$ cat src/rtl/evt_pkg.sv
package evt_pkg;
  localparam int unsigned EN_BIT  = 2;
  localparam int unsigned POL_BIT = 3;
  localparam int unsigned IDX_LSB = 4;
  localparam int unsigned IDX_W   = 4;
  localparam int unsigned IDX_MSB = IDX_LSB + IDX_W - 1;
  localparam int unsigned NUM_SRC = 2;

  typedef struct packed {
    logic             en;
    logic             fall;
    logic [IDX_W-1:0] idx;
  } ctl_fields_t;
endpackage

$ cat src/rtl/evt_ctl_decode.sv
module evt_ctl_decode
  import evt_pkg::*;
#(
  parameter int unsigned CTL_W = 32
) (
  input  logic [CTL_W-1:0] ctl_i,
  output ctl_fields_t      fields_o
);
  logic unused_ctl;

  always_comb begin
    fields_o.en   = ctl_i[EN_BIT];
    fields_o.fall = ctl_i[POL_BIT];
    fields_o.idx  = ctl_i[IDX_MSB:IDX_LSB];
  end

  assign unused_ctl = ^{ctl_i[CTL_W-1:IDX_MSB+1], ctl_i[EN_BIT-1:0]};
endmodule

$ cat src/rtl/evt_bit_edge.sv
module evt_bit_edge
  import evt_pkg::*;
#(
  parameter int unsigned CNT_W = 64
) (
  input  logic             clk_i,
  input  logic             rst_ni,
  input  logic             tick_i,
  input  logic             mask_i,
  input  ctl_fields_t      fields_i,
  input  logic [CNT_W-1:0] cnt_i,
  output logic             evt_o
);
  logic [CNT_W-1:0] watch, prev_cnt;
  logic             cur_hi, prv_hi, hit, fire;

  assign watch    = CNT_W'(1) << fields_i.idx;
  assign prev_cnt = cnt_i - CNT_W'(1);
  assign cur_hi   = |(cnt_i & watch);
  assign prv_hi   = |(prev_cnt & watch);
  assign hit      = fields_i.fall ? (prv_hi & ~cur_hi) : (~prv_hi & cur_hi);
  assign fire     = tick_i & fields_i.en & ~mask_i & hit;

  always_ff @(posedge clk_i or negedge rst_ni) begin
    if (!rst_ni) evt_o <= 1'b0;
    else         evt_o <= fire;
  end

  p_disabled_quiet_r1: assert property (@(posedge clk_i) disable iff (!rst_ni)
    !fields_i.en |=> !evt_o);
  p_pulse_after_tick_r7: assert property (@(posedge clk_i) disable iff (!rst_ni)
    !tick_i |=> !evt_o);
  p_masked_quiet_r5: assert property (@(posedge clk_i) disable iff (!rst_ni)
    mask_i |=> !evt_o);
endmodule

$ cat src/rtl/evt_stream_gen.sv
module evt_stream_gen
  import evt_pkg::*;
#(
  parameter int unsigned CNT_W = 64,
  parameter int unsigned CTL_W = 32
) (
  input  logic             clk_i,
  input  logic             rst_ni,
  input  logic             tick_i,
  input  logic [CNT_W-1:0] phys_cnt_i,
  input  logic [CNT_W-1:0] virt_cnt_i,
  input  logic [CTL_W-1:0] kern_ctl_i,
  input  logic [CTL_W-1:0] hyp_ctl_i,
  input  logic             irq_mask_i,
  output logic             kern_evt_o,
  output logic             hyp_evt_o,
  output logic             irq_o
);
  localparam int unsigned KERN = 0;
  localparam int unsigned HYP  = 1;

  logic [CNT_W-1:0] src_cnt [NUM_SRC];
  logic [CTL_W-1:0] src_ctl [NUM_SRC];
  ctl_fields_t      src_fld [NUM_SRC];
  logic [NUM_SRC-1:0] src_evt;

  // kernel source follows the virtual count, hypervisor the physical one
  assign src_cnt[KERN] = virt_cnt_i;
  assign src_ctl[KERN] = kern_ctl_i;
  assign src_cnt[HYP]  = phys_cnt_i;
  assign src_ctl[HYP]  = hyp_ctl_i;

  for (genvar g = 0; g < NUM_SRC; g++) begin : g_src
    evt_ctl_decode #(.CTL_W(CTL_W)) u_dec (
      .ctl_i    (src_ctl[g]),
      .fields_o (src_fld[g])
    );
    evt_bit_edge #(.CNT_W(CNT_W)) u_edge (
      .clk_i    (clk_i),
      .rst_ni   (rst_ni),
      .tick_i   (tick_i),
      .mask_i   (irq_mask_i),
      .fields_i (src_fld[g]),
      .cnt_i    (src_cnt[g]),
      .evt_o    (src_evt[g])
    );
  end

  assign kern_evt_o = src_evt[KERN];
  assign hyp_evt_o  = src_evt[HYP];
  assign irq_o      = |src_evt;

  p_irq_covers_r8: assert property (@(posedge clk_i) disable iff (!rst_ni)
    (kern_evt_o || hyp_evt_o) |-> irq_o);
  p_irq_has_src_r8: assert property (@(posedge clk_i) disable iff (!rst_ni)
    irq_o |-> (kern_evt_o || hyp_evt_o));
  p_no_tick_no_irq_r7: assert property (@(posedge clk_i) disable iff (!rst_ni)
    !tick_i |=> !irq_o);
  p_mask_no_irq_r5: assert property (@(posedge clk_i) disable iff (!rst_ni)
    (tick_i && irq_mask_i) |=> !irq_o);
endmodule

$ cat config.mk
export PLATFORM = sky130hd
export DESIGN_NAME = evt_stream_gen
export DESIGN_NICKNAME = d
export VERILOG_FILES = /design/src/rtl/evt_pkg.sv /design/src/rtl/evt_ctl_decode.sv /design/src/rtl/evt_bit_edge.sv /design/src/rtl/evt_stream_gen.sv
export SDC_FILE = /design/constraint.sdc
export NUM_CORES = 1
export LEC_CHECK = 0
export BUFFER_PORTS_ARGS = -buffer_cell sky130_fd_sc_hd__clkbuf_2
export CORE_AREA = 2 2 76 78
export CTS_BUF_LIST = sky130_fd_sc_hd__clkbuf_4 sky130_fd_sc_hd__clkbuf_8
export CTS_CLUSTER_SIZE = 30
export DETAILED_ROUTE_END_ITERATION = 7
export DIE_AREA = 0 0 78 80
export PLACE_DENSITY = 0.74
export SYNTH_ARGS = -nofsm -noshare
export SYNTH_HDL_FRONTEND = slang
export SYNTH_HIERARCHICAL = 1
export SYNTH_SLANG_ARGS = --single-unit
$ cat constraint.sdc
create_clock -name clk_i -period 0.8 [get_ports clk_i]
set_input_delay 0.08 -clock clk_i [delete_from_list [all_inputs] [get_ports clk_i]]
set_output_delay 0.08 -clock clk_i [all_outputs]
set_load 0.02 [all_outputs]
# == Word level (Yosys, flattened, before mapping) ==
# Index checks and enable logic that the tools add are counted.
# classes
addsub,2
n_mul,0
div_mod_pow,0
order_cmp,0
n_eq_ne,0
shift,2
mux,2
bitwise,19
reduce_logical,5
# op_table
op,count
$and A64 B64 Y64,4
$reduce_or A64 Y1,4
$shl A1 B4 Y64 const A,2
$sub A64 B1 Y64 const B,2
$and A1 B1 Y1,10
$not A1 Y1,5
$mux W1,2
$reduce_or A2 Y1,1
# totals
reg_bits,2
latch_bits,0
ram_bits,0
mem_bits_ro,0
inputBits,196
output_inout_bits,3
wordCells,32
memories,0

# == Logic depth before layout (Yosys ltp) ==
# Gate-level depths: netlist of run 1.
# logic_depth
word_depth,7
depth_mapped,10
ltp_nobuf,9

# == Hierarchy ==
# The synthesis of run 1 kept the hierarchy.
# modules_own_cells
mod,n_inst,cells_per_inst,area_each_um2,seq_area_each_um2
evt_bit_edge,2,106,747.0,25.0
evt_ctl_decode,2,6,45.0,0.0
evt_stream_gen,1,1,6.3,0.0

# == Least setup slack after synthesis of run 1 ==
# OpenSTA, ideal clock, no wires.
# synth_path
path_kind,input port to flip-flop
startpoint,input port virt_cnt_i[0]
endpoint,register g_src[0].u_edge.evt_o
setup_time_ps,79
arrival_time_ps,1845
path_slack_ps,-1124
path_stages,10
path_buffers,1
cell_sequence,inv_1 ha_1 or3b_1 clkbuf_1 nor4_1 xor2_1 a32oi_1 o311ai_2 a211oi_2 mux2i_1
# synth_between
elab_chain_cells,7
elab_cells_between_ends,11
# synth_rtl
item,line,text
start: declaration,evt_stream_gen.sv:11,"input logic [CNT_W-1:0] virt_cnt_i,"
$sub A64 B1 Y64,evt_bit_edge.sv:18,assign prev_cnt = cnt_i - CNT_W'(1);
$and A64 B64 Y64,evt_bit_edge.sv:20,assign prv_hi = |(prev_cnt & watch);
$reduce_or A64 Y1,evt_bit_edge.sv:20,
$not A1 Y1,evt_bit_edge.sv:21,assign hit = fields_i.fall ? (prv_hi & ~cur_hi) : (~prv_hi & cur_hi);
$and A1 B1 Y1,evt_bit_edge.sv:21,
$mux W1 (*),evt_bit_edge.sv:21,
$and A1 B1 Y1 (*),evt_bit_edge.sv:22,assign fire = tick_i & fields_i.en & ~mask_i & hit;
via g_src[0].u_edge.fire,evt_bit_edge.sv:15,"logic cur_hi, prv_hi, hit, fire;"
end signal: assignment,evt_bit_edge.sv:26,else evt_o <= fire;
end: declaration,evt_bit_edge.sv:12,output logic evt_o
# Mark *: on every way through the listed nets, which the timed path passes. The rest lies on a longest branch.

# == Final worst setup path of run 1 ==
# layout_path
startpoint,input port phys_cnt_i[1]
endpoint,register g_src[1].u_edge.evt_o
# layout_between
elab_chain_cells,7
elab_cells_between_ends,11
# layout_rtl
item,line,text
start: declaration,evt_stream_gen.sv:10,"input logic [CNT_W-1:0] phys_cnt_i,"
$sub A64 B1 Y64,evt_bit_edge.sv:18,
$and A64 B64 Y64,evt_bit_edge.sv:20,
$reduce_or A64 Y1,evt_bit_edge.sv:20,
$not A1 Y1,evt_bit_edge.sv:21,
$and A1 B1 Y1,evt_bit_edge.sv:21,
$mux W1 (*),evt_bit_edge.sv:21,
$and A1 B1 Y1 (*),evt_bit_edge.sv:22,
via g_src[1].u_edge.fire,evt_bit_edge.sv:15,
end signal: assignment,evt_bit_edge.sv:26,
end: declaration,evt_bit_edge.sv:12,
# Marks and branches as above.

==> results of run 1 <==
-- layout by cell type, fill, tap and decap left out, types with 5 or more instances in the layout --
cell type	n
buf_4	75
buf_6	5
clkbuf_2	43
clkbuf_8	5
inv_1	10
nand2_1	20
nand2b_1	6
nor2_1	20
nor3_1	7
o21ai_0	8
o32ai_1	6
or3_1	6
or4_4	6
xnor2_1	14
xor2_1	8
-- synthesized netlist by cell type, types with 6 or more instances --
| cell | n |
|---|---|
| nand2_1 | 20 |
| nor2_1 | 20 |
| inv_1 | 14 |
| xnor2_1 | 14 |
| buf_4 | 12 |
| nor3_1 | 10 |
| clkbuf_1 | 8 |
| o21ai_0 | 8 |
| xor2_1 | 8 |
| buf_2 | 6 |
| nand2b_1 | 6 |
| o32ai_1 | 6 |
| or3_1 | 6 |
| or4_1 | 6 |
-- cells by family (layout without fill, tap and decap cells) --
family,Yosys count,after routing,synth area share (%)
muxes,8,8,6.923
AOI/OAI and AO/OA,46,46,23.13
xor gates and xnor gates,22,22,12.12
DFF,2,2,3.147
buffers and inverters,40,145,12.75
and+or+nand+nor,105,105,40.36
adders and majority gates,2,2,1.573
-- final cells by class --
cell class | instances | area, um2 | area share [%]
Sequential cell | 2 | 50.05 | 1.915
Timing Repair Buffer | 128 | 922.1 | 35.28
Clock buffer | 3 | 41.29 | 1.580
Tap cell | 72 | 90.09 | 3.447
Inverter | 14 | 87.58 | 3.351
Multi-Input combinational cell | 183 | 1423 | 54.43
-- repair_timing --
| action | in CTS | in global routing |
|---|---|---|
| gates resized for setup | 14 | 14 |
| hold buffers | 1 | 0 |
| pin swaps | 12 | 12 |
| buffers inserted | 3 | 3 |
| endpoints found under the hold margin | 2 | 0 |
| setup endpoints to repair | 5 | 5 |
-- power groups by stage --
stage | clock [mW] | sequential, mW | combinational, mW
global placement | 0 | 0.108 | 1.03
CTS | 0.385 | 0.107 | 1.11
finish | 0.380 | 0.108 | 1.13
global route | 0.402 | 0.108 | 1.23
detailed placement | 0 | 0.108 | 1.05
floorplan | 0 | 0.112 | 0.540
-- per-stage QoR --
stage               cells  hold WS, ps  cell area (um2)  total power [mW]
global placement      392       -126.4             2416             1.142
CTS                   399        136.3             2560             1.597
detailed placement    392       -129.0             2416             1.158
finish                402        128.1             2614             1.618
global route          402        162.1             2614             1.741
floorplan             225       -215.6             1713            0.6520
-- worst min path at each step --
stage	from	endpoint	slack, ps	cells past startpoint
final	kern_ctl_i[3]	g_src[0].u_edge/evt_o	130	3
after detailed placement	rst_ni	g_src[1].u_edge/evt_o	-130	1
after global placement	rst_ni	g_src[0].u_edge/evt_o	-130	1
after global routing	kern_ctl_i[3]	g_src[0].u_edge/evt_o	160	3
after floorplan	rst_ni	g_src[0].u_edge/evt_o	-220	0
after CTS	kern_ctl_i[3]	g_src[0].u_edge/evt_o	140	3
-- critical path, stage by stage --
cell and delay (ps):
clkbuf_16 140, buf_6 110, or4_4 460, nor4_4 310, buf_4 150, xnor2_1 160, o311ai_2 120, a211oi_2 240
mux2i_1 230
-- routing by layer --
metal  up-vias  GRT usage, %  part of all wire (%)
met1       939         20.58                    42
met2        82         32.59                    51
li1       1044             -                     -
met3         8         1.244                   5.9
met4         0         2.105                  0.87
met5         -             0                     0
==> impl_metrics.ini, run 1 <==
[drt]
routed_via_density = 5.157
drc = 0
drtAntennaViolNets = 0
drtPass1Iterations = 5
drt-wirelength-per-cell_um = 13.20
vias = 2073
drt_iter0_markers = 103
finalWirelength_um = 5306

[setup_path]
path_max_fanout = 4
worstPathRequired_ps = 920
crit_end = g_src[1].u_edge/evt_o
worst_setup_path_start_kind = input port
worstPathArrival_ps = 2000
startpoint = phys_cnt_i[1]
critPathCaptureType = flip-flop
worstSetupPathType = in2reg

[clocking]
htreeDepth = 1
cts_tree = done
cts.sink_count = 2
numCtsBuffers = 3
cts_buffer_depth = 2
clkTransAtPathRegs_ps = 30
root_buffer = clkbuf_8

[timing]
fin_ws_ps = -1079
finalMaxSlewViolations = 0
worst_pin_slew_ps = 319.4
finalHoldViolations = 0
fin_crit_ps = 1879
tns_ps = -2388
rsz0062_at_grt = yes
slew_headroom_pct = 78.41
post-route-period-util_pct = 234.9
setup_violations = 4
max_freq_ghz = 0.5321

[layout]
fin_util_pct = 48.36
area.growth.synth_to_final_pct = 64.36
num-fill-cells = 523
drive_above_1_share_pct = 50.30
largest_register = g_src.u_edge/evt_o
largest_register_ff_count = 2
top_regs = g_src.u_edge/evt_o: 2 flops
antennaDiodeCount = 0
fin_nets = 530

[synthesis]
yosys_warnings = 6
syn_area_mm2 = 0.001590
synth_fp_nets = 423
ys_ff_latch = 2
yosysUniqueCellTypes = 45
yosysTopAreaCell = xnor2_1
synth.yosys.seq_area_share_pct = 3.147
syn_inst = 225
synthArstFlopShare_pct = 100.0
avgSynthCellArea_um2 = 7.068
synth_edf_count = 0
netlist.area_leader.share_pct = 7.710
synthFlopType = dfrtp_1
synth.area.top_cells = xnor2_1, buf_4, nand2_1, nor2_1, xor2_1

[global_routing]
track_usage_pct = 16.78
grt.overflow.total = 0
grt_pass1_vias = 2020
grt_pass1_wl_um = 8769
antenna_found_initial = 0
grt_start_max_net_pins = 15

[place]
place.gp.congestion = 0.9575
portBuffers = 50
dp_hpwl_um = 4338
place_ws_ps = -1449

[job]
drv_cap = 0

[power_and_ir_drop]
p_int_mw = 1.027
p_comb_share_pct = 69.9
p_sw_uw = 590.6
p_leak_nw = 1.166
power.share.sequential_pct = 6.7
power_frac_clock_pct = 23.5
irDropWorstVdd_uv = 412.8
switching_share_pct = 36.50
p_per_area_mw_per_mm2 = 619.0

[die]
rows = 27
core_area_mm2 = 0.005405
initial_utilization_pct = 29.42
die_height_um = 80
die_w_um = 78
boundaryPins = 199
dieArea_mm2 = 0.006240

[worst_hold_path]
hold_path_class = in2reg

[run_status]
failed_checks = setup timing
outcome = finished, violations left
(Power assumes the default switching activity.)
==> run 2, diff against run 1 <==
--- a/config.mk
+++ b/config.mk
@@ -6,13 +6,13 @@
 export NUM_CORES = 1
 export LEC_CHECK = 0
 export BUFFER_PORTS_ARGS = -buffer_cell sky130_fd_sc_hd__clkbuf_2
-export CORE_AREA = 2 2 76 78
+export CORE_AREA = 2 2 78 80
 export CTS_BUF_LIST = sky130_fd_sc_hd__clkbuf_4 sky130_fd_sc_hd__clkbuf_8
 export CTS_CLUSTER_SIZE = 30
 export DETAILED_ROUTE_END_ITERATION = 7
-export DIE_AREA = 0 0 78 80
-export PLACE_DENSITY = 0.74
+export DIE_AREA = 0 0 80 82
+export PLACE_DENSITY = 0.66
+export RECOVER_POWER = 50
 export SYNTH_ARGS = -nofsm -noshare
 export SYNTH_HDL_FRONTEND = slang
-export SYNTH_HIERARCHICAL = 1
 export SYNTH_SLANG_ARGS = --single-unit
==> run 2 against run 1 <==
Compared with the run above: the run still ends with setup timing left; fmax fell by 6.4%; routed wire length rose by 3.4%; worst hold slack got worse by 4.4 ps; area after synthesis fell by 15%; non-clock buffer count did not move; sequential share of layout area rose by 0.073 points; total power rose by 3.7%; via count fell by 1.6%; combinational power barely moved; core utilization fell by 3.4 points; synthesized cell count fell by 15%; largest power group unchanged.
==> impl_metrics.ini, run 2 <==
[clocking]
htreeDepth = 1
numCtsBuffers = 3
cts_buffer_depth = 2
root_buffer = clkbuf_8
clkTransAtPathRegs_ps = 30
cts.sink_count = 2
cts_tree = done

[place]
place.gp.congestion = 0.9228
place_ws_ps = -1529
placed_area_mm2 = 0.002281
dp_hpwl_um = 4421
portBuffers = 50

[drt]
drtAntennaViolNets = 0
drc = 0
vias = 2039
drt-wirelength-per-cell_um = 14.07
finalWirelength_um = 5486
drtPass1Iterations = 4
drt_iter0_markers = 60
routed_via_density = 5.228

[timing]
worst_pin_slew_ps = 494.4
setup_violations = 5
fin_ws_ps = -1208
fin_crit_ps = 2008
slew_headroom_pct = 66.19
post-route-period-util_pct = 251.1
rsz0062_at_grt = yes
finalMaxSlewViolations = 0
tns_ps = -2570
max_freq_ghz = 0.4979
finalHoldViolations = 0

[synthesis]
synth.area.top_cells = xor2_1, mux2i_1, xnor2_1, nor4_1, nor2_1
yosysTopAreaCell = xor2_1
synthFlopType = dfrtp_1
syn_area_mm2 = 0.001354
yosys_warnings = 0
synth_fp_nets = 390
synthArstFlopShare_pct = 100.0
synth_edf_count = 0
netlist.area_leader.share_pct = 6.470
synth_common_cells = nor2_1, nand2_1, nor4_1
avgSynthCellArea_um2 = 7.051
yosysUniqueCellTypes = 53
syn_inst = 192
ys_ff_latch = 2
synth.yosys.seq_area_share_pct = 3.697
synth_most_common_cell = nor2_1

[setup_path]
path_max_fanout = 2
worst_setup_path_start_kind = input port
worstSetupPathType = in2reg
worstPathRequired_ps = 870
critPathCaptureType = flip-flop
worstPathArrival_ps = 2080

[layout]
fin_nets = 514
regArea_um2 = 51.30
layout_common_cells = buf_4, clkbuf_2, nor2_1, nand2_1, xor2_1
drive_above_1_share_pct = 55.24
postLayoutCellArea_mm2 = 0.002581
fin_util_pct = 44.93
antennaDiodeCount = 0
area.growth.synth_to_final_pct = 90.67
largest_register = g_src.u_edge.evt_o
multi_input_area_mm2 = 0.001444
final_common_cell = buf_4
largest_register_ff_count = 2
top_regs = g_src.u_edge.evt_o: 2 flops
num-fill-cells = 573

[worst_hold_path]
min_to = g_src[1].u_edge.evt_o
whs_path_depth = 3
hold_path_class = in2reg
min_from = hyp_ctl_i[2]

[global_routing]
antenna_found_initial = 0
grt_pass1_vias = 1929
track_usage_pct = 16.57
grt.overflow.total = 0
grt_start_max_net_pins = 12
grt_pass1_wl_um = 8597

[die]
rows = 28
core_area_mm2 = 0.005746
die_height_um = 82
initial_utilization_pct = 23.56
dieArea_mm2 = 0.006560
boundaryPins = 199
die_w_um = 80

[job]
drv_cap = 0

[run_status]
failed_checks = setup timing
outcome = finished, violations left

[power_and_ir_drop]
irDropWorstVdd_uv = 329.6
p_leak_nw = 1.109
p_per_area_mw_per_mm2 = 649.7
total_power_mw = 1.677
## run 2: kinds of logic (layout without fill, tap and decap cells)
kind of cell	after synthesis	after routing	synth area share, %
AND/OR/NAND/NOR	98	98	41.41
AO/OA/AOI/OAI	43	43	22.09
flip-flops	2	2	3.697
XOR/XNOR	19	19	12.29
buffers and inverters	15	138	5.822
multiplexers	13	13	12.85
adder cells (fa/ha/maj)	2	2	1.848
## run 2: metrics by stage
stage / instances / hold slack, ps
floorplan: 192 / -215.6
global placement: 382 / -131.4
detailed placement: 382 / -128.6
CTS: 388 / 124.5
global route: 390 / 131.6
finish: 390 / 123.7
## run 2: cell type report
| cell class | count | share of cell area, % |
|---|---|---|
| tap | 75 | 3.635 |
| sequential | 2 | 1.987 |
| multi-input combinational | 175 | 55.94 |
| inverter | 6 | 1.551 |
| timing repair buffer | 128 | 35.00 |
| clock buffer | 4 | 1.890 |
## run 2: worst max-delay path, stage by stage
cell and delay [ps]:
buf_6 90, or4_4 520, or4_4 430, or3_1 320, a21o_1 170, a311oi_2 260
a2111oi_2 80, mux2i_1 130
## run 2: how the worst max path moves through the flow
stage	from	end	slack, ps	cells past startpoint
finish	virt_cnt_i[8]	g_src[0].u_edge.evt_o	-1210	8
global route	virt_cnt_i[4]	g_src[0].u_edge.evt_o	-1250	8
CTS	virt_cnt_i[8]	g_src[0].u_edge.evt_o	-1230	8
detailed placement	virt_cnt_i[4]	g_src[0].u_edge.evt_o	-1530	10
global placement	virt_cnt_i[4]	g_src[0].u_edge.evt_o	-1480	8
floorplan	virt_cnt_i[8]	g_src[0].u_edge.evt_o	-1310	7
## run 2: timing repair
item | in CTS | in global routing
gates resized for setup | 13 | 33
endpoints found under the hold margin | 2 | 0
hold buffers | 1 | 0
buffers inserted | 1 | 2
setup endpoints to repair | 5 | 5
pin swaps | 16 | 17
## run 2: routing by layer
| metal | up-vias | wire [um] | GRT usage [%] | share of wire [%] |
|---|---|---|---|---|
| met5 | - | 0 | 0 | 0 |
| met4 | 0 | 45 | 5.085 | 0.82 |
| met3 | 6 | 394 | 1.538 | 7.2 |
| met2 | 96 | 2534 | 26.50 | 46 |
| met1 | 934 | 2511 | 23.46 | 46 |
| li1 | 1003 | - | - | - |
## run 2: report_power, final
group	switching [mW]	internal, mW
clock network	0.0861	0.372
logic	0.532	0.579
registers	0.00248	0.105
total	0.620	1.06
==> run 3, diff against run 2 <==
--- a/config.mk
+++ b/config.mk
@@ -11,8 +11,10 @@
 export CTS_CLUSTER_SIZE = 30
 export DETAILED_ROUTE_END_ITERATION = 7
 export DIE_AREA = 0 0 80 82
-export PLACE_DENSITY = 0.66
+export MAX_ROUTING_LAYER = met4
+export PLACE_DENSITY = 0.76
 export RECOVER_POWER = 50
+export REMOVE_ABC_BUFFERS = 1
 export SYNTH_ARGS = -nofsm -noshare
 export SYNTH_HDL_FRONTEND = slang
 export SYNTH_SLANG_ARGS = --single-unit
==> run 3 against run 2 <==
Compared with the run above: the flow still finishes with violations (setup timing); sequential power barely moved; final cell count fell by 2.1%; first-iteration DRC count rose by 62%; combinational power fell by 5%; worst hold slack improved by 4.4 ps; sequential share of layout area rose by 0.061 points; highest routed layer unchanged; largest cell class unchanged; via count fell by 1.0%.
==> impl_metrics.ini, run 3 (synthesized netlist as in run 2, its figures left out) <==
[run_status]
outcome = finished, violations left
failed_checks = setup timing

[power_and_ir_drop]
switching_share_pct = 37.94
p_per_area_mw_per_mm2 = 641.3
irDropWorstVdd_uv = 274.9
p_sw_uw = 594.6
power_frac_clock_pct = 25.7
p_comb_share_pct = 67.4
p_leak_nw = 1.051
power.share.sequential_pct = 6.9
p_int_uw = 972.4

[global_routing]
grt_pass1_wl_um = 8418
grt_start_max_net_pins = 13
grt_pass1_vias = 1803
grt.overflow.total = 0
track_usage_pct = 16.38
antenna_found_initial = 0

[worst_hold_path]
hold_path_class = in2reg
min_to = g_src[1].u_edge.evt_o
whs_path_depth = 3
min_from = hyp_ctl_i[2]

[place]
placed_area_mm2 = 0.002160
portBuffers = 50
place_ws_ps = -1537
dp_hpwl_um = 4400
place.gp.congestion = 1.041
placed_cells = 377

[layout]
num-fill-cells = 607
postLayoutCellArea_mm2 = 0.002444
area.growth.synth_to_final_pct = 80.50
final_common_cell = buf_4
fin_nets = 507
antennaDiodeCount = 0
drive_above_1_share_pct = 53.42
largest_register_ff_count = 2
largest_register = g_src.u_edge.evt_o
layout_common_cells = buf_4, clkbuf_2, nor2_1, nand2_1, xor2_1
top_regs = g_src.u_edge.evt_o: 2 flops
stdcell_count = 382

[drt]
drtPass1Iterations = 4
vias = 2018
drtAntennaViolNets = 0
drt_iter0_markers = 97
routed_via_density = 5.283
drt-wirelength-per-cell_um = 14.38
drc = 0
finalWirelength_um = 5495

[job]
drv_cap = 0

[clocking]
cts_tree = done
cts_buffer_depth = 2
root_buffer = clkbuf_8
htreeDepth = 1
numCtsBuffers = 3
cts.sink_count = 2
clkTransAtPathRegs_ps = 30

[die]
die_height_um = 82
initial_utilization_pct = 23.56
boundaryPins = 199
rows = 28
core_area_mm2 = 0.005746
dieArea_mm2 = 0.006560
die_w_um = 80

[timing]
post-route-period-util_pct = 256.8
fin_crit_ps = 2054
slew_headroom_pct = 65.08
finalMaxSlewViolations = 0
worst_pin_slew_ps = 510.7
rsz0062_at_grt = yes
setup_violations = 5
fin_ws_ps = -1254
max_freq_ghz = 0.4868
finalHoldViolations = 0

[setup_path]
worstPathRequired_ps = 880
crit_family = simple AND/OR/NAND/NOR gates
cpMostUsedCell = or4_4
slowest_delay_ps = 520
worst_setup_path_start_kind = input port
crit_chain = buf_6, or4_4, or4_4, or3_1, a21o_1, a311oi_2, a2111oi_2, mux2i_1
worstSetupPathType = in2reg
critPathCaptureType = flip-flop
worstPathArrival_ps = 2130
path_max_fanout = 2
crit_buf_inv = 1
cp_slowest_cell = or4_4
-- run 3: changes by cell type in the layout (fill, tap and decap cells not counted), sizes merged --
cell	change
buf	-9
clkbuf	+1
-- run 3: layer usage --
| metal | global-route usage [%] | part of all wire (%) | vias to the layer above |
|---|---|---|---|
| li1 | - | - | 983 |
| met1 | 21.83 | 45 | 936 |
| met2 | 25.50 | 46 | 87 |
| met3 | 2.967 | 7.1 | 12 |
| met4 | 4.407 | 1.7 | 0 |
| met5 | - | 0 | - |
-- run 3: metrics by stage --
stage	hold slack (ps)	setup TNS [ps]	utilization (%)	power (mW)
6_report	128.0	-2691	42.53	1.567
3_3_place_gp	-119.8	-3043	37.59	1.024
2_1_floorplan	-215.6	-2621	-	0.4564
5_1_grt	156.6	-2922	42.53	1.667
3_5_place_dp	-129.1	-3147	37.59	1.039
4_1_cts	126.5	-2669	40.59	1.510
-- run 3: layout make-up --
cell class	count	area [um2]	share of cell area (%)
flip-flops and latches	2	50.05	2.048
clock buffers	3	41.29	1.690
inverters	6	25.02	1.024
repair buffers	121	828.3	33.90
well taps	75	93.84	3.840
multi-input cells	175	1405	57.50
-- run 3: power by group through the flow --
stage                     logic (mW)  clock network (mW)  registers (mW)
after floorplan                0.345                   0           0.111
after global placement         0.916                   0           0.108
after detailed placement       0.931                   0           0.108
after CTS                      0.988               0.415           0.107
after global routing            1.14               0.419           0.108
final                           1.06               0.403           0.108
-- run 3: tightest hold or removal path, stage by stage --
cell and delay (ps):
clkbuf_2 90, nand4_1 60, mux2i_1 60
-- run 3: timing repair --
action,in CTS,in global routing
setup endpoints to repair,5,5
buffers inserted,1,0
pin swaps,11,10
hold buffers,1,0
resized for setup,24,25
hold endpoints to repair,2,0
-- run 3: how the worst max path moves through the flow --
stage / start / endpoint / slack (ps) / cells past startpoint
after floorplan: virt_cnt_i[0] / g_src[0].u_edge.evt_o / -1330 / 9
after global placement: virt_cnt_i[4] / g_src[0].u_edge.evt_o / -1500 / 10
after detailed placement: virt_cnt_i[4] / g_src[0].u_edge.evt_o / -1540 / 9
after CTS: virt_cnt_i[8] / g_src[0].u_edge.evt_o / -1240 / 8
after global routing: virt_cnt_i[1] / g_src[0].u_edge.evt_o / -1340 / 11
final: virt_cnt_i[8] / g_src[0].u_edge.evt_o / -1250 / 8
